===== src/rtl/stn_rx_filter_pkg.sv =====
package stn_rx_filter_pkg;

    // Message-tracking states of the receive filter
    typedef enum logic [1:0] {
        ST_HUNT  = 2'd0,
        ST_FIRST = 2'd1,
        ST_PASS  = 2'd2
    } rxf_state_e;

endpackage


===== src/rtl/rxf_line_cond.sv =====
// Optional inversion of the raw line bit before it reaches the decoder.
module rxf_line_cond #(
    parameter int LANES = 1
) (
    input  logic [LANES-1:0] raw_i,
    input  logic             inv_i,
    output logic [LANES-1:0] cond_o
);
    for (genvar g = 0; g < LANES; g++) begin : g_lane
        assign cond_o[g] = inv_i ? ~raw_i[g] : raw_i[g];
    end
endmodule


===== src/rtl/rxf_addr_cmp.sv =====
// Bitwise station-address equality compare.
module rxf_addr_cmp #(
    parameter int ADDR_W = 3
) (
    input  logic [ADDR_W-1:0] rx_addr_i,
    input  logic [ADDR_W-1:0] own_addr_i,
    output logic              hit_o
);
    logic [ADDR_W-1:0] bit_eq;

    for (genvar g = 0; g < ADDR_W; g++) begin : g_bit
        assign bit_eq[g] = ~(rx_addr_i[g] ^ own_addr_i[g]);
    end

    assign hit_o = &bit_eq;
endmodule


===== src/rtl/rxf_msg_fsm.sv =====
// First-frame tracking and forward/discard decision.
module rxf_msg_fsm
    import stn_rx_filter_pkg::*;
(
    input  logic       clk,
    input  logic       rst_n,
    input  logic       promisc_i,
    input  logic       addr_hit_i,
    input  logic       msg_start_i,
    input  logic       msg_end_i,
    input  logic       frm_valid_i,
    input  logic       frm_err_i,
    output logic       fwd_o,
    output rxf_state_e state_o
);
    rxf_state_e state_q;
    rxf_state_e state_d;

    // State register
    always_ff @(posedge clk or negedge rst_n) begin
        if (!rst_n) begin
            state_q <= ST_HUNT;
        end else begin
            state_q <= state_d;
        end
    end

    // Next state and forward decision
    always_comb begin
        state_d = state_q;
        fwd_o   = 1'b0;
        unique case (state_q)
            ST_HUNT: begin
                // frames are ignored while hunting
                if (msg_start_i) begin
                    state_d = ST_FIRST;
                end
            end
            ST_FIRST: begin
                if (frm_valid_i) begin
                    if (promisc_i || addr_hit_i || frm_err_i) begin
                        fwd_o   = 1'b1;
                        state_d = ST_PASS;
                    end else begin
                        state_d = ST_HUNT;
                    end
                end
                if (msg_end_i) begin
                    state_d = ST_HUNT;
                end
            end
            ST_PASS: begin
                if (frm_valid_i) begin
                    fwd_o = 1'b1;
                end
                if (msg_end_i) begin
                    state_d = ST_HUNT;
                end
            end
            default: begin
                state_d = ST_HUNT;
            end
        endcase
    end

    assign state_o = state_q;
endmodule


===== src/rtl/rxf_hold_reg.sv =====
// One-entry holding register toward the host, with data-available flag.
module rxf_hold_reg #(
    parameter int ADDR_W = 3,
    parameter int DATA_W = 8
) (
    input  logic              clk,
    input  logic              rst_n,
    input  logic              load_i,
    input  logic              rd_i,
    input  logic [ADDR_W-1:0] addr_i,
    input  logic [DATA_W-1:0] data_i,
    input  logic              err_i,
    output logic              push_o,
    output logic              avail_o,
    output logic [ADDR_W-1:0] addr_o,
    output logic [DATA_W-1:0] data_o,
    output logic              err_o
);
    always_ff @(posedge clk or negedge rst_n) begin
        if (!rst_n) begin
            push_o  <= 1'b0;
            avail_o <= 1'b0;
            addr_o  <= '0;
            data_o  <= '0;
            err_o   <= 1'b0;
        end else begin
            push_o <= load_i;
            if (load_i) begin
                avail_o <= 1'b1;
                addr_o  <= addr_i;
                data_o  <= data_i;
                err_o   <= err_i;
            end else if (rd_i) begin
                avail_o <= 1'b0;
                err_o   <= 1'b0;
            end
        end
    end
endmodule


===== src/rtl/stn_rx_filter.sv =====
// Station-address receive filter: top level.
module stn_rx_filter
    import stn_rx_filter_pkg::*;
#(
    parameter int ADDR_W = 3,
    parameter int DATA_W = 8
) (
    input  logic              clk,
    input  logic              rst_n,
    input  logic              line_raw_i,
    input  logic              rx_inv_i,
    output logic              line_dec_o,
    input  logic              promisc_i,
    input  logic [ADDR_W-1:0] my_addr_i,
    input  logic              msg_start_i,
    input  logic              msg_end_i,
    input  logic              frm_valid_i,
    input  logic [ADDR_W-1:0] frm_addr_i,
    input  logic [DATA_W-1:0] frm_data_i,
    input  logic              frm_err_i,
    input  logic              host_rd_i,
    output logic              fwd_push_o,
    output logic              avail_o,
    output logic [ADDR_W-1:0] stat_addr_o,
    output logic              stat_err_o,
    output logic [DATA_W-1:0] data_o,
    output logic              active_o,
    output logic              first_o
);
    logic       addr_hit;
    logic       fwd;
    rxf_state_e state;

    rxf_line_cond #(.LANES(1)) u_line (
        .raw_i  (line_raw_i),
        .inv_i  (rx_inv_i),
        .cond_o (line_dec_o)
    );

    rxf_addr_cmp #(.ADDR_W(ADDR_W)) u_cmp (
        .rx_addr_i  (frm_addr_i),
        .own_addr_i (my_addr_i),
        .hit_o      (addr_hit)
    );

    rxf_msg_fsm u_fsm (
        .clk         (clk),
        .rst_n       (rst_n),
        .promisc_i   (promisc_i),
        .addr_hit_i  (addr_hit),
        .msg_start_i (msg_start_i),
        .msg_end_i   (msg_end_i),
        .frm_valid_i (frm_valid_i),
        .frm_err_i   (frm_err_i),
        .fwd_o       (fwd),
        .state_o     (state)
    );

    rxf_hold_reg #(.ADDR_W(ADDR_W), .DATA_W(DATA_W)) u_hold (
        .clk     (clk),
        .rst_n   (rst_n),
        .load_i  (fwd),
        .rd_i    (host_rd_i),
        .addr_i  (frm_addr_i),
        .data_i  (frm_data_i),
        .err_i   (frm_err_i),
        .push_o  (fwd_push_o),
        .avail_o (avail_o),
        .addr_o  (stat_addr_o),
        .data_o  (data_o),
        .err_o   (stat_err_o)
    );

    assign active_o = (state != ST_HUNT);
    assign first_o  = (state == ST_FIRST);
endmodule


===== config.mk =====
export PLATFORM = sky130hd
export DESIGN_NAME = stn_rx_filter
export DESIGN_NICKNAME = d
export VERILOG_FILES = /design/src/rtl/stn_rx_filter_pkg.sv /design/src/rtl/rxf_line_cond.sv /design/src/rtl/rxf_addr_cmp.sv /design/src/rtl/rxf_msg_fsm.sv /design/src/rtl/rxf_hold_reg.sv /design/src/rtl/stn_rx_filter.sv
export SDC_FILE = /design/constraint.sdc
export NUM_CORES = 1
export LEC_CHECK = 0
export ABC_CLOCK_PERIOD_IN_PS = 2100
export BUFFER_PORTS_ARGS = -buffer_cell sky130_fd_sc_hd__buf_2
export CAP_MARGIN = 25
export CORE_MARGIN = 1.5
export CORE_UTILIZATION = 43
export CTS_CLUSTER_SIZE = 24
export DETAILED_ROUTE_END_ITERATION = 10
export HOLD_SLACK_MARGIN = 0.03
export PLACE_DENSITY = 0.77
export SLEW_MARGIN = 15
export SYNTH_ARGS = -nofsm -noshare
export SYNTH_HDL_FRONTEND = slang
export SYNTH_SLANG_ARGS = --single-unit

===== constraint.sdc =====
create_clock -name clk -period 2.1 [get_ports clk]
set_clock_uncertainty 0.2 [all_clocks]
set_input_delay 0 -clock clk [delete_from_list [all_inputs] [get_ports clk]]
set_output_delay 0 -clock clk [all_outputs]
set_load 0.02 [all_outputs]

## Word level (Yosys, flattened, before mapping)

Index checks and enable logic that the tools add are counted.

- Muxes and demuxes: 14
- Shift-type cells: 0
- Reduce and logical (&&, ||, !) cells: 7
- Add/sub/neg operators: 0
- Equal/unequal tests: 5
- Divide/modulo/power cells: 0
- Magnitude comparators: 0
- Bitwise operators: 7
- Multiply operators: 0

Operator list:

| operator | count |
|---|---|
| $mux W2 | 5 |
| $mux W1 | 7 |
| $pmux W2 S3 | 1 |
| $reduce_and A3 Y1 | 2 |
| $ne A2 B2 Y1 const B | 2 |
| $not A1 Y1 | 4 |
| $reduce_bool A2 Y1 | 2 |
| $ne A3 B3 Y1 const B | 1 |
| $xor A1 B1 Y1 | 3 |
| $eq A2 B1 Y1 const B | 1 |
| $eq A2 B2 Y1 const B | 1 |
| $logic_not A2 Y1 | 1 |
| $logic_or A1 B1 Y1 | 2 |
| $pmux W1 S2 | 1 |

- Memory bits (writable): 0
- Flip-flop bits (word level): 16
- Bits in latches: 0
- Input port bits: 24
- Memories: 0
- Bits in read-only memories: 0

## Logic depth before layout (Yosys ltp)

Gate-level depths: netlist of the first run.

- Depth after elaboration: 9
- Depth in mapped cells: 6

## By module

A second synthesis of the first run with hierarchy kept.

- Cells, all modules: 54
- Area total of the unflattened synthesis: 780.7 µm²

By module, submodules not included:

| module | cells each | area an instance (µm²) | sequential area each (µm²) | times used |
|---|---|---|---|---|
| rxf_hold_reg | 30 | 539.3 | 350.3 | 1 |
| rxf_msg_fsm | 17 | 181.4 | 50.0 | 1 |
| rxf_addr_cmp | 4 | 36.3 | 0.0 | 1 |
| stn_rx_filter | 2 | 15.0 | 0.0 | 1 |
| rxf_line_cond | 1 | 8.8 | 0.0 | 1 |

## Worst setup path after synthesis of the first run

OpenSTA, ideal clock, no wires.

- Kind: reg2reg
- Start: register u_fsm.state_q[1] (netlist: u_fsm.state_o[1])
- End: register u_hold.addr_o[1]
- Setup time: 125 ps
- Path slack: 74 ps
- Data arrival time: 1701 ps
- Stages on the path, launching flop included: 7
- Buffers on the path: 1
- Required time: 1775 ps
- Clock period less this slack: 2026 ps
- Cells stage by stage: dfrtp_1 -> inv_1 -> ha_1 -> o21ai_0 -> a31oi_4 -> buf_12 -> mux2_4

- Word-level cells in the longest chain between the ends: 2

Ends and longest elaborated chain:

| what | line | RTL |
|---|---|---|
| from (decl) | rxf_msg_fsm.sv:16 | `rxf_state_e state_q;` |
| from (signal assigned) | rxf_msg_fsm.sv:24 | `state_q <= state_d;` |
| $eq A2 B1 Y1 | -- |  |
| net first_o | stn_rx_filter.sv:28 | `output logic first_o` |
| $pmux W1 S2 | rxf_msg_fsm.sv:32 | `unique case (state_q)` |
| net fwd | stn_rx_filter.sv:31 | `logic fwd;` |
| to (signal assigned) | rxf_hold_reg.sv:30 | `addr_o <= addr_i;` |
| to (decl) | rxf_hold_reg.sv:15 | `output logic [ADDR_W-1:0] addr_o,` |

The timed path passes the listed nets, and every way through them passes these cells.
A chain may end at the register's enable or synchronous reset.

## Final worst setup path of the first run

- Start: register u_fsm.state_q[1] (netlist: u_fsm.state_o[1])
- End: register u_fsm.state_q[0] (netlist: u_fsm.state_o[0])

- Word-level cells in the longest chain between the ends: 3

Ends and longest elaborated chain:

| what | line |
|---|---|
| $eq A2 B1 Y1 (tied with other cells) | rxf_msg_fsm.sv:32 |
| $ne A3 B3 Y1 (no source line) or $ne A2 B2 Y1 (tied branches) | -- |
| $reduce_and A3 Y1 (no source line) | -- |

Several ways; a longest one is shown, not always the timed one.

==> results of run 1 <==
## area by class of cell
cell class                 instances  area [um^2]
tap                               25        31.28
clock buffer                       4        36.28
timing repair buffer              63        432.9
inverter                           6        22.52
fill                             117        444.2
multi-input combinational         32        340.3
sequential                        16        400.4
## synth_stat cells (3+ instances only)
master / count
dfrtp_1: 16
mux2_4: 8
inv_1: 6
mux2_2: 5
a21oi_1: 3
ha_1: 3
xnor2_1: 3
## through the flow
stage,utilization,TNS [ns],worst slack [ns]
6_report,0.7399,0,0.05910
5_1_grt,0.7399,-0.01936,-0.01936
4_1_cts,0.7231,0,0.02185
3_5_place_dp,0.5905,0,0.1648
2_1_floorplan,-,0,0.07388
3_3_place_gp,0.5905,0,0.2523
## power breakdown
part / internal, mW / switching (mW)
combinational: 0.460 / 0.476
sequential: 0.453 / 0.0749
clock: 0.105 / 0.0966
## state kept, by name (all words and copies together) (netlist names)
register,cells
u_hold.data_o,8
u_hold.addr_o,3
u_fsm.state_o,2
u_hold.avail_o,1
u_hold.err_o,1
u_hold.push_o,1
## metal layers
layer | share of wire | wire length [um] | vias up | global-route usage
met5 | 0 | 0 | - | 0
met4 | 0.0073 | 14 | 0 | 0.07059
met3 | 0.049 | 94 | 2 | 0.03175
met2 | 0.55 | 1061 | 25 | 0.3662
met1 | 0.39 | 751 | 326 | 0.2423
li1 | - | - | 318 | -
## cell families (layout without fill, tap and decap cells)
group / Yosys count / count (layout) / share of synthesized area
DFF: 16 / 16 / 0.5153
muxes: 13 / 13 / 0.2271
AOI/OAI and AO/OA: 7 / 7 / 0.07568
xor gates and xnor gates: 4 / 4 / 0.04510
and+or+nand+nor: 5 / 5 / 0.03382
adders and majority gates: 3 / 3 / 0.04831
buffers and inverters: 7 / 73 / 0.05475
## cell usage in the layout (no fill, tap or decap), types with 2 or more instances in the layout
cell type	n
mux2_2	5
dfrtp_1	16
clkbuf_4	3
inv_1	6
buf_4	3
xnor2_1	3
buf_2	40
dlygate4sd3_1	19
mux2_4	8
ha_1	2
a21oi_1	2
## worst paths after layout
kind / startpoint / to / slack, ns / cells after the start
worst min register to register: u_hold.data_o[5] / u_hold.data_o[5] / 0.31 / 1
min in group asynchronous: rst_n / u_hold.data_o[3] / 0.63 / 3
worst max register to register: u_fsm.state_o[1] / u_fsm.state_o[0] / 0.06 / 7
worst max-delay path: u_fsm.state_o[1] / u_fsm.state_o[0] / 0.06 / 7
max in group asynchronous: rst_n / u_hold.data_o[5] / 0.61 / 3
worst min-delay path: line_raw_i / line_dec_o / 0.08 / 3
## worst max-delay path: cells and delay by family, from the launching register on
kind | cells | cell delay (ns)
AO/OA/AOI/OAI | 2 | 0.36
adder cells (fa/ha/maj) | 1 | 0.21
buffers and inverters | 2 | 0.65
flip-flops | 1 | 0.39
AND/OR/NAND/NOR | 2 | 0.13
## what timing repair did
action | 4_1_cts | 5_1_grt
setup buffers | 0 | 3
endpoints found under the setup margin | 0 | 1
gates resized for setup | 0 | 2
hold buffers | 19 | 0
hold endpoints to repair | 32 | 0
==> impl_metrics.tcl, run 1 <==
set metrics [dict create \
    status "finished clean" \
    crit_chain "inv_1 -> ha_2 -> nand2b_1 -> a21oi_2 -> nor2_1 -> dlygate4sd3_1 -> o22a_1" \
    ir_drop_mv 0.8669 \
    yosysUniqueCellTypes 18 \
    drcViolationCount 0 \
    setup_viol 0 \
    finalCriticalPeriod_ns 2.041 \
    die_h_um 45.51 \
    hp-class "in2out" \
    die_w_um 45.51 \
    postRouteAntennaNets 0 \
    dominantRegCellSynth "dfrtp_1" \
    drt_iter0_drc 2 \
    first_pass_iters 2 \
    cp-end-kind "flip-flop" \
    cp.arrival_ns 2.01 \
    cts.sinks 16 \
    worstSetupStartpointType "flip-flop" \
    grt_pass1_vias 691 \
    cpPeakStageDelay_ns 0.56 \
    core-area_mm2 0.001708 \
    overflow 0 \
    syn_avg_cell_area_um2 14.13 \
    area_growth_pct 62.64 \
    design_area_mm2 0.001264 \
    synthArstFlopShare 1.000 \
    crit_fanout 4 \
    critPathRequiredTime_ns 2.07 \
    via_per_inst 4.596 \
    nNetsFinal 149 \
    fin_cells 146 \
    wl_per_cell_um 13.16 \
    synth_warnings 0 \
    synth-seq-area-share 0.5153 \
    max-slew-margin-rel 0.5144 \
    cts_tree "built" \
    grt_max_degree 17 \
    syn_inst 55 \
    p_per_area_mw_per_mm2 1318 \
    drv_slew 0 \
    start_util 0.4549 \
    routed_wl_um 1921 \
    synthTopCellsByArea "dfrtp_1, mux2_4, mux2_2" \
    worstMarginPinSlew_ns 0.7260 \
    io_buffers 40 \
    ys_seq_elements 16 \
    placed_cells 120 \
    critPathSlowestCell "dlygate4sd3_1" \
    drive_above_1_share 0.5372 \
    htreeDepth 1 \
    place.gp.congestion 0.6662 \
    syn_area_um2 777.0 \
    placed_cell_area_mm2 0.001008 \
    hpwl_um 1208 \
    antenna_cells 0 \
    vias 671 \
    hold_viol_final 0 \
    cts_buffers 3 \
    p_total_mw 1.666 \
    root_buffer "clkbuf_4" \
    dieArea_mm2 0.002071 \
    rows 15 \
    grt_util_all_layers 0.2035 \
    worst_hold_slack_ns 0.08102 \
    synth.top_cell.area_share 0.5153 \
    clkTransAtPathRegs_ns 0.09 \
    grt_pass1_wl_um 2939 \
    leakagePower_nw 0.6454 \
    finalCritPeriodShare 0.9719 \
    syn_nets 82 \
    drv_cap 0 \
    clk_path_buf_depth 2 \
    crit_type "reg2reg" \
    synth_edf_count 0 \
    synth_top_area_cell "dfrtp_1" \
    clock_latency_ns 0.28 \
    antenna_found_initial 0 \
    ios 41 \
    max_freq_ghz 0.4900 \
]
No activity file was read; power rests on OpenSTA's default activity.
==> run 2: changes to the inputs <==
ABC_AREA = 1   (was not set)
ABC_CLOCK_PERIOD_IN_PS = 2400   (was 2100)
CORE_UTILIZATION = 45   (was 43)
PLACE_DENSITY = 0.79   (was 0.77)
clock period = 2.4 ns   (was 2.1 ns; I/O delays follow)
==> run 2 against run 1 <==
Effect of this change:
- first-iteration DRC count increased to 7.5 times the previous value
- core utilization decreased by 1.2 points
- flip-flop and latch count unchanged
- power decreased by 18%
- sequential power decreased by 13%
- critical path depth increased by 1
- largest power group unchanged
- combinational power decreased by 22%
- clock-buffer cell count unchanged
- cell count increased by 27%
- die area increased by 2.0%
- synthesized area increased by 6.9%
==> impl_metrics.tcl, run 2 <==
set metrics [dict create \
    antenna_cells 0 \
    synth-seq-area-share 0.4819 \
    cts_buffers 3 \
    final-seq-area_um2 400.4 \
    hold_viol_final 0 \
    met2_usage 0.3889 \
    rr_startpoint "u_fsm.state_o[1]" \
    ys_seq_elements 16 \
    routed_wl_um 2074 \
    vias 851 \
    clk_path_buf_depth 2 \
    final_cell_mix "buf_2, nand2_1, dlygate4sd3_1" \
    hpwl_um 1374 \
    finalCriticalPeriod_ns 2.184 \
    use_met1 0.2408 \
    hold_end "u_fsm.state_o[0]" \
    cellInternalPower_mw 0.7303 \
    dieArea_mm2 0.002113 \
    via_per_inst 4.575 \
    die_h_um 45.97 \
    die_w_um 45.97 \
    syn_avg_cell_area_um2 8.226 \
    cpPeakStageDelay_ns 0.56 \
    synthTopCellsByArea "dfrtp_1, nand2_1, nand3_1" \
    cts_tree "built" \
    multi_input_area_um2 339.1 \
    design_area_mm2 0.001257 \
    cts.sinks 16 \
    p_per_area_mw_per_mm2 1090 \
    nNetsFinal 189 \
    worstSetupStartpointType "flip-flop" \
    synth.top_cell.area_share 0.4819 \
    power_switching_mw 0.6401 \
    synth_edf_count 0 \
    grt_pass1_vias 769 \
    largest_register "u_hold.data_o" \
    root_buffer "clkbuf_4" \
    drv_cap 0 \
    grt_util_all_layers 0.2067 \
    ios 41 \
    max-slew-margin-rel 0.5409 \
    status "finished clean" \
    drcViolationCount 0 \
    top_usage_layer "met2" \
    drt_iter0_drc 15 \
    crit_buf_inv 2 \
    p_seq_frac 0.335 \
    start_util 0.4812 \
    clock_latency_ns 0.28 \
    synth_commonest_cells "nand2_1, dfrtp_1, inv_1" \
    fill_cells 134 \
    ir_drop_mv 0.7093 \
    largest_reg_flops 8 \
    critPathRequiredTime_ns 2.41 \
    ff2ff_setup_slack_ns 0.22 \
    cp-startpoint "u_fsm.state_o[1]" \
    p_total_mw 1.370 \
    synth_top_area_cell "dfrtp_1" \
    wl_per_cell_um 11.15 \
    max_freq_ghz 0.4579 \
    syn_inst 101 \
    yosysUniqueCellTypes 16 \
    fin_cells 186 \
    cpMostUsedCell "nand2_1" \
    rsz0062_at_grt "false" \
    leakagePower_nw 0.7516 \
    clkTransAtPathRegs_ns 0.10 \
    antenna_found_initial 0 \
    hold_buffers 19 \
    worstMarginPinSlew_ns 0.6864 \
    syn_nets 128 \
    min_from "frm_valid_i" \
    setup_viol 0 \
    overflow 0 \
    rr_endpoint "u_fsm.state_o[1]" \
    path_delay_family "buffers and inverters" \
    layout_commonest_cell "buf_2" \
    hp-class "in2reg" \
    grt_pass1_wl_um 3132 \
    synthArstFlopShare 1.000 \
    synth_warnings 0 \
    met3_usage 0.03968 \
    hold_depth 7 \
    tns_ns 0 \
    placed_cell_area_mm2 0.001031 \
    area_growth_pct 51.36 \
    comb_power_share 0.534 \
    ff2ff_path_depth 8 \
    crit_fanout 4 \
    ctsResizeCount 0 \
    finalCritPeriodShare 0.9100 \
    syn_area_um2 830.8 \
    switching_share 0.4671 \
    drive_above_1_share 0.3416 \
    critPathSlowestCell "dlygate4sd3_1" \
    cts_setup_buffers 0 \
    io_buffers 40 \
    dominantRegCellSynth "dfrtp_1" \
    grt_max_degree 17 \
    htreeDepth 1 \
    cp.arrival_ns 2.19 \
    crit_type "reg2reg" \
    postRouteAntennaNets 0 \
    pwr-share-clk 0.132 \
    drv_slew 0 \
    rows 15 \
    first_pass_iters 4 \
    place.gp.congestion 0.7382 \
    placed_cells 163 \
    worst_hold_slack_ns 0.05265 \
    cp-end-kind "flip-flop" \
    crit_chain "inv_1 -> ha_1 -> nand2_1 -> nand2_1 -> a21oi_1 -> nand2_1 -> dlygate4sd3_1 -> o22ai_1" \
    core-area_mm2 0.001727 \
    synth.most_common_cell "nand2_1" \
]
[run 2: cell types whose count changed after synthesis, moves of 5 or more]
cell / before / now
mux2_4: 8 / 0
nand2_2: 0 / 9
nand3_1: 0 / 13
nand2_1: 1 / 31
inv_1: 6 / 16
mux2_2: 5 / 0
[run 2: how the worst max path moves through the flow]
stage,end,depth (start not counted)
final,u_fsm.state_o[1],8
after CTS,u_fsm.state_o[1],8
after global placement,u_hold.err_o,7
after floorplan,u_hold.addr_o[1],8
after global routing,u_fsm.state_o[1],8
after detailed placement,u_hold.data_o[6],7
[run 2: cell type report]
class / count / area share
tap: 25 / 0.02488
multi-input combinational: 66 / 0.2697
sequential: 16 / 0.3184
clock buffer: 4 / 0.02886
inverter: 16 / 0.04776
timing repair buffer: 59 / 0.3104
[run 2: worst min-delay path, cell delays in order]
cell and delay [ns]:
buf_2 0.11, inv_1 0.04, nand2_1 0.04, nand2_1 0.06
a21oi_1 0.11, nand2_1 0.06, o21ai_0 0.08
[run 2: kinds of logic (layout without fill, tap and decap cells)]
kind of cell,count (synthesis),after routing,synth area share
and+or+nand+nor,58,58,0.3268
buffers and inverters,19,79,0.1099
DFF,16,16,0.4819
AOI/OAI and AO/OA,4,4,0.02559
adders and majority gates,3,3,0.04519
xor gates and xnor gates,1,1,0.01054
[run 2: routing by layer]
layer / wire length [um] / up-vias
li1: - / 429
met1: 853 / 394
met2: 1140 / 28
met3: 81 / 0
met4: 0 / 0
met5: 0 / -
[run 2: power by group through the flow]
stage / sequential, mW / clock, mW / combinational [mW]
6_report: 0.459 / 0.180 / 0.731
5_1_grt: 0.470 / 0.198 / 0.803
4_1_cts: 0.456 / 0.181 / 0.728
3_5_place_dp: 0.461 / 0 / 0.696
3_3_place_gp: 0.457 / 0 / 0.670
2_1_floorplan: 0.580 / 0 / 0.398
[run 2: metrics by stage]
stage	utilization	worst slack, ns
finish	0.7283	0.2159
global route	0.7283	0.06086
CTS	0.7283	0.2494
floorplan	-	0.8541
global placement	0.5971	0.6950
detailed placement	0.5971	0.6101
